--- src/rtl/l0_trig_pkg.sv ---
package l0_trig_pkg;

    localparam int TW_BITS = 6;

    localparam int BIT_HODO_PRESENT = 0;
    localparam int BIT_SINGLE_TRACK = 1;
    localparam int BIT_MUON_CLEAR   = 2;
    localparam int BIT_PHOTON_CLEAR = 3;
    localparam int BIT_ENERGY_OK    = 4;
    localparam int BIT_QUADRANT_OK  = 5;

    typedef logic [TW_BITS-1:0] tword_t;

endpackage

--- src/rtl/l0_energy_sum.sv ---
// Total calorimeter energy plus the two quadrant partitions.
module l0_energy_sum #(
    parameter int OCTANTS = 8,
    parameter int E_W     = 10,
    parameter int QS_W    = E_W + 1,
    parameter int TOT_W   = E_W + $clog2(OCTANTS)
) (
    input  logic [OCTANTS*E_W-1:0]       oct_energy,
    output logic [TOT_W-1:0]             total,
    output logic [(OCTANTS/2)*QS_W-1:0]  quad_a,
    output logic [(OCTANTS/2)*QS_W-1:0]  quad_b
);
    localparam int NQ = OCTANTS / 2;

    always_comb begin
        total = '0;
        for (int i = 0; i < OCTANTS; i++) begin
            total = total + TOT_W'(oct_energy[i*E_W +: E_W]);
        end
    end

    // Partition A: even octant with its upper neighbour.
    // Partition B: the same pairing shifted by one octant (45 degrees).
    for (genvar q = 0; q < NQ; q++) begin : g_quad
        assign quad_a[q*QS_W +: QS_W] =
            QS_W'(oct_energy[(2*q)*E_W +: E_W]) +
            QS_W'(oct_energy[(2*q+1)*E_W +: E_W]);
        assign quad_b[q*QS_W +: QS_W] =
            QS_W'(oct_energy[(2*q+1)*E_W +: E_W]) +
            QS_W'(oct_energy[((2*q+2) % OCTANTS)*E_W +: E_W]);
    end

endmodule

--- src/rtl/l0_quad_count.sv ---
// Counts quadrants whose sum is strictly above the threshold.
module l0_quad_count #(
    parameter int NQ    = 4,
    parameter int QS_W  = 11,
    parameter int THR   = 10,
    parameter int CNT_W = $clog2(NQ + 1)
) (
    input  logic [NQ*QS_W-1:0] sums,
    output logic [CNT_W-1:0]   n_active,
    output logic               at_most_one
);
    localparam logic [QS_W-1:0] THR_V = QS_W'(THR);

    logic [NQ-1:0] active;

    for (genvar q = 0; q < NQ; q++) begin : g_cmp
        assign active[q] = sums[q*QS_W +: QS_W] > THR_V;
    end

    always_comb begin
        n_active = '0;
        for (int i = 0; i < NQ; i++) begin
            n_active = n_active + CNT_W'(active[i]);
        end
        at_most_one = n_active <= CNT_W'(1);
    end

endmodule

--- src/rtl/l0_veto_trigger.sv ---
// Two-stage trigger decision: stage 1 registers sums and veto summaries,
// stage 2 registers the trigger word and accept.
module l0_veto_trigger
    import l0_trig_pkg::*;
#(
    parameter int HODO_W       = 4,
    parameter int LAV_N        = 14,
    parameter int OCTANTS      = 8,
    parameter int E_W          = 10,
    parameter int ENERGY_LIMIT = 500,
    parameter int QUAD_THR     = 10
) (
    input  logic                   clk,
    input  logic                   rst,
    input  logic                   in_valid,
    input  logic [HODO_W-1:0]      in_hodo_cnt,
    input  logic                   in_muon_hit,
    input  logic [LAV_N-1:0]       in_lav_mask,
    input  logic [OCTANTS*E_W-1:0] in_octant_energy,
    output logic                   out_valid,
    output logic                   out_accept,
    output logic [TW_BITS-1:0]     out_word
);
    localparam int NQ    = OCTANTS / 2;
    localparam int QS_W  = E_W + 1;
    localparam int TOT_W = E_W + $clog2(OCTANTS);
    localparam int CNT_W = $clog2(NQ + 1);
    localparam logic [TOT_W-1:0] LIMIT_V = TOT_W'(ENERGY_LIMIT);

    typedef struct packed {
        logic                 s1_valid;
        logic [HODO_W-1:0]    s1_hodo;
        logic                 s1_muon;
        logic                 s1_lav_any;
        logic [TOT_W-1:0]     s1_total;
        logic [NQ*QS_W-1:0]   s1_qa;
        logic [NQ*QS_W-1:0]   s1_qb;
        logic                 o_valid;
        logic                 o_accept;
        tword_t               o_word;
    } state_t;

    state_t state_d, state_q;

    logic [TOT_W-1:0]   total_w;
    logic [NQ*QS_W-1:0] qa_w, qb_w;
    logic [CNT_W-1:0]   na_a, na_b;
    logic               ok_a, ok_b;

    l0_energy_sum #(
        .OCTANTS (OCTANTS),
        .E_W     (E_W),
        .QS_W    (QS_W),
        .TOT_W   (TOT_W)
    ) i_sum (
        .oct_energy (in_octant_energy),
        .total      (total_w),
        .quad_a     (qa_w),
        .quad_b     (qb_w)
    );

    l0_quad_count #(
        .NQ    (NQ),
        .QS_W  (QS_W),
        .THR   (QUAD_THR),
        .CNT_W (CNT_W)
    ) i_cnt_a (
        .sums        (state_q.s1_qa),
        .n_active    (na_a),
        .at_most_one (ok_a)
    );

    l0_quad_count #(
        .NQ    (NQ),
        .QS_W  (QS_W),
        .THR   (QUAD_THR),
        .CNT_W (CNT_W)
    ) i_cnt_b (
        .sums        (state_q.s1_qb),
        .n_active    (na_b),
        .at_most_one (ok_b)
    );

    always_comb begin
        tword_t bits;
        state_d = state_q;

        // Stage 1: capture candidate summaries.
        state_d.s1_valid   = in_valid;
        state_d.s1_hodo    = in_hodo_cnt;
        state_d.s1_muon    = in_muon_hit;
        state_d.s1_lav_any = |in_lav_mask;
        state_d.s1_total   = total_w;
        state_d.s1_qa      = qa_w;
        state_d.s1_qb      = qb_w;

        // Stage 2: condition bits.
        bits = '0;
        bits[BIT_HODO_PRESENT] = state_q.s1_hodo != '0;
        bits[BIT_SINGLE_TRACK] = state_q.s1_hodo == HODO_W'(1);
        bits[BIT_MUON_CLEAR]   = !state_q.s1_muon;
        bits[BIT_PHOTON_CLEAR] = !state_q.s1_lav_any;
        bits[BIT_ENERGY_OK]    = state_q.s1_total < LIMIT_V;
        bits[BIT_QUADRANT_OK]  = ok_a || ok_b;

        state_d.o_valid  = state_q.s1_valid;
        state_d.o_word   = state_q.s1_valid ? bits : '0;
        state_d.o_accept = state_q.s1_valid && (&bits);
    end

    always_ff @(posedge clk) begin
        if (rst) begin
            state_q <= '0;
        end else begin
            state_q <= state_d;
        end
    end

    assign out_valid  = state_q.o_valid;
    assign out_accept = state_q.o_accept;
    assign out_word   = state_q.o_word;

endmodule

--- config.mk ---
export PLATFORM = sky130hd
export DESIGN_NAME = l0_veto_trigger
export DESIGN_NICKNAME = d
export VERILOG_FILES = /design/src/rtl/l0_trig_pkg.sv /design/src/rtl/l0_energy_sum.sv /design/src/rtl/l0_quad_count.sv /design/src/rtl/l0_veto_trigger.sv
export SDC_FILE = /design/constraint.sdc
export NUM_CORES = 1
export LEC_CHECK = 0
export BUFFER_PORTS_ARGS = -buffer_cell sky130_fd_sc_hd__buf_2
export CAP_MARGIN = 20
export CORE_MARGIN = 10
export CORE_UTILIZATION = 35
export CTS_BUF_LIST = sky130_fd_sc_hd__clkbuf_8
export DETAILED_ROUTE_END_ITERATION = 10
export GPL_TIMING_DRIVEN = 0
export PLACE_DENSITY = 0.58
export RECOVER_POWER = 50
export SLEW_MARGIN = 20
export SYNTH_ARGS = -nofsm -noshare
export SYNTH_HDL_FRONTEND = slang
export SYNTH_SLANG_ARGS = --single-unit
--- constraint.sdc ---
create_clock -name clk -period 4.85 [get_ports clk]
set_input_delay 0.485 -clock clk [delete_from_list [all_inputs] [get_ports clk]]
set_output_delay 0.485 -clock clk [all_outputs]
set_load 0.1 [all_outputs]
# == After elaboration in Yosys (flattened, before gate mapping) ==
# Cells that the tools add are included.
# totals
reg_bits,116
latchBits,0
ram_bits,0
mem_bits_ro,0
input_bits,102
out_inout_bits,8
elab_cells,52
mem_count,0
# op_classes
addsub,21
multipliers,0
div,0
n_lt_le_gt_ge,11
eq_ne,1
shift,0
mux,0
n_bitwise,1
n_reduce_logical,8
# ops
operator,n
adder 10 x 10 -> 11 bit,9
"greater-than comparator 11 x 4 -> 1 bit, second input constant",8
adder 13 x 10 -> 13 bit,6
OR reduction 14 bit,1
"less-than comparator 13 x 9 -> 1 bit, second input constant",1
adder 3 x 1 -> 3 bit,4
"less-or-equal comparator 3 x 1 -> 1 bit, second input constant",2
AND reduction 6 bit,1
adder 1 x 1 -> 2 bit,2
"== test 4 x 1 -> 1 bit, second input constant",1
nonzero test 4 bit,1
logical NOT 1 bit,2
OR reduction 2 bit,1
logical AND 1 bit,1
logical OR 1 bit,1
inverter 1 bit,1

# == Logic depth before layout (Yosys ltp) ==
# logic_depth
depth_word,8
ltp_mapped,16
depth_no_buf,16

# == By module ==
# A second synthesis with hierarchy kept.
# hier_totals
cells_unflattened,970
area_unflattened_um2,8906.0
# modules_own_cells
mod,instances,cells_each,area_each_um2,seq_area_each_um2
l0_energy_sum,1,660,5345.1,0.0
l0_veto_trigger,1,258,3160.5,2282.2
l0_quad_count,2,26,200.2,0.0

# == Least setup slack after synthesis ==
# Ideal clock, no wire load.
# synth_timing
path_type,input -> register
start,input in_octant_energy[23]
end,register state_q[107] (netlist bit)
setup_ps,141
arrival_ps,4084
required_time_ps,4709
slack_ps,625
stages,15
n_path_buf,0
cell_sequence,inv_1 > fa_1 > inv_1 > fa_1 > fa_1 > inv_1 > fa_1 > inv_1 > ha_1 > nor2b_1 > o21ai_0 > a21oi_1 > a221oi_1 > mux2i_1 > o311ai_0
# synth_between
elab_chain_cells,6
# synth_lines
element,line,source
start: declaration,l0_veto_trigger.sv:19,"input logic [OCTANTS*E_W-1:0] in_octant_energy,"
adder 13 x 10 -> 13 bit (6 in a row),l0_energy_sum.sv:18,total = total + TOT_W'(oct_energy[i*E_W +: E_W]);
end signal: assignment,l0_veto_trigger.sv:115,state_q <= state_d;
end: declaration,l0_veto_trigger.sv:43,"state_t state_d, state_q;"
# Every way passes these cells.
# A chain may end at the register's enable or synchronous reset.

# == Final worst setup path ==
# Ends and elaborated chain as after synthesis.

==> results_dict.tcl <==
set metrics [dict create \
    cellPowerDensity_nw_per_um2 439 \
    cp.arrival_ns 4.56 \
    yosysSeqAreaShare 0.285 \
    rsz0062_at_grt "false" \
    clk_pin_slew_ns 0.07 \
    area_growth_pct 16.8 \
    worst_slew_margin_rel 0.225 \
    finalCriticalPeriod_ns 4.28 \
    post_drt_wl_per_cell_um 17.4 \
    route.antenna.remaining_nets 0 \
    synth_enable_flop_cells 0 \
    grt_pass1_vias 6226 \
    grt_pass1_wl_um 35000 \
    tritoncts "yes" \
    fp.coreArea_um2 22600 \
    initial_antenna_violation_count 0 \
    synth_warnings 0 \
    fin_ws_ns 0.571 \
    fin_crit_sh 0.882 \
    drt_first_iter_violations 414 \
    crit_required_ns 5.14 \
    numPortBuffers 109 \
    ys_async_sr_fraction 0 \
    end_kind "flop" \
    worstSkewPairLatency_ns 0.44 \
    synth_area_leaders "dfxtp_1 28%, ha_1 15%, fa_1 14%, inv_1 5.0%, nor2_1 4.2%" \
    netlist_area_um2 8020 \
    max_clock_freq_mhz 234 \
    cts-root-to-sink-buffers 2 \
    most_instantiated_flip_flop_cell_in_the_synthesis_netlist "dfxtp_1" \
    placement.cell_area_um2 8920 \
    final_hold_viol_count 0 \
    tightestPinTransition_ns 1.17 \
    synth_largest_type_area_fraction 0.285 \
    post_synth.cell_area_avg_um2 9.10 \
    cts_repair_resize_count 0 \
    dpl.hpwl_um 19000 \
    numCtsBuffers 17 \
    critical_path_peak_fanout 4 \
    finalMaxSlewViolations 0 \
    place.gp.congestion 0.817 \
    count_of_distinct_cell_types_in_the_synthesized_netlist 54 \
    cts_setup_buffers 0 \
    clkSinkCount 114 \
    wl_um 22700 \
    pre_cts_slack_ns 0.103 \
    worst_hold_path_type "in2reg" \
    initial_utilization 0.355 \
    antennaDiodeCount 0 \
    timing.final.setup_violations 0 \
    mapped_nets 1138 \
    critical_path_start_end_classification "in2reg" \
    io-pin-count 110 \
    grt_max_degree 17 \
    final_net_count 1266 \
    power.static_leakage_nw 4.36 \
    vdd.ir_drop.worst_mv 0.283 \
    hold_buf_count_cts 0 \
    start_kind "primary input" \
    final_layout_size_suffix_gt1_frac 0.144 \
    cts_root_buf "clkbuf_8" \
    viasPerCell 4.91 \
    placementRows 55 \
    globalRouteTotalUtil 0.158 \
    remaining_drc_errors 0 \
    routed-via-count 6412 \
    synthesis.instances 881 \
    stdcell_area_um2 9360 \
    clock_skew_ns 0.00730 \
    detail_route.first_pass.iterations 5 \
    outcome "finished clean" \
    die_w_um 171 \
    ys_ff_latch 114 \
    gr-total-overflow 0 \
    cts_htree_levels 4 \
    die_area_um2 29400 \
    die_height_um 171 \
    final_layout_setup_total_negative_slack_ns 0 \
    max-cap-violations 0 \
    netlist.top_cell.by_area "dfxtp_1" \
]
layer usage:
| layer | GRT usage | share of wire | up-vias |
|---|---|---|---|
| met4 | 0.0507 | 0.015 | 0 |
| met3 | 0.0319 | 0.049 | 23 |
| met5 | 0 | 0 | - |
| met1 | 0.217 | 0.49 | 2970 |
| li1 | - | - | 3269 |
| met2 | 0.243 | 0.45 | 150 |
flip-flops by register name (all words and copies together), names as in the netlist:
| name | flops |
|---|---|
| out_accept | 1 |
| out_valid | 1 |
| out_word | 6 |
| state_d | 1 |
| state_q | 105 |
area by class of cell:
class                           instances  area, µm²
Buffer                                 18       90.1
Clock buffer                           20        275
Clock inverter                         12        179
Fill cell                            2277      13200
Inverter                              106        398
Multi-Input combinational cell        643       5240
Sequential cell                       114       2280
Tap cell                              285        357
Timing Repair Buffer                  109        537
placed cells by master, fill, tap and decap left out, types with 20 or more instances in the layout:
| master | n |
|---|---|
| a21oi_1 | 38 |
| nor3_1 | 50 |
| buf_2 | 102 |
| fa_1 | 56 |
| dfxtp_1 | 114 |
| nor2b_1 | 33 |
| o21ai_0 | 43 |
| xor2_1 | 26 |
| nor2_1 | 89 |
| inv_1 | 106 |
| nand2_1 | 38 |
| ha_1 | 99 |
| clkbuf_8 | 20 |
through the flow:
step                      utilization  std cells  total power [mW]  hold WS, ns
after CTS                       0.415       1307              4.15        0.216
final                           0.415       1307              4.11        0.248
after floorplan                     -        881              2.64        0.393
after global routing            0.415       1307              4.46        0.232
after global placement          0.395       1275              3.09        0.401
after detailed placement        0.395       1275              3.12        0.405
where the power goes:
part / internal [mW] / switching (mW)
clock: 0.602 / 0.412
combinational: 0.867 / 1.11
sequential: 1.08 / 0.0377
cells in the mapped netlist (all sizes together) (9+ instances only):
master	number
dfxtp	114
inv	106
ha	99
nor2	89
fa	56
nor3	50
o21ai	49
a21oi	39
nand2	38
nor2b	33
xor2	26
o21a	19
xnor2	19
a21o	13
and2	13
nor4	12
clkbuf	11
a211oi	10
o211ai	10
o31ai	9
cells by family (layout without fill, tap and decap cells):
family	count (synthesis)	in the layout	share of synthesized area
AOI/OAI and AO/OA	184	184	0.155
xor gates and xnor gates	45	45	0.0492
adders and majority gates	155	155	0.294
buffers and inverters	124	265	0.0609
DFF	114	114	0.285
muxes	2	2	0.00312
and+or+nand+nor	257	257	0.153
worst paths after layout:
path | slack [ns] | to | from | cells after the start
hold / removal | 0.25 | state_q[112] | in_hodo_cnt[1] | 2
setup reg to reg | 2.72 | out_accept | state_q[28] | 7
hold reg to reg | 0.41 | out_word[2] | state_q[110] | 1
setup / recovery | 0.57 | state_q[107] | in_octant_energy[23] | 16
worst max-delay path, stage by stage:
cell      delay (ns)
buf_2           0.12
inv_1           0.07
fa_1            0.53
inv_1           0.06
fa_1            0.51
fa_1            0.56
inv_1           0.06
fa_1            0.50
inv_1           0.04
ha_1            0.32
nor2b_1         0.16
o21ai_0         0.21
a21oi_1         0.17
a221oi_1        0.39
mux2i_1         0.21
o311ai_0        0.16
Power figures use the tool's default switching activity.
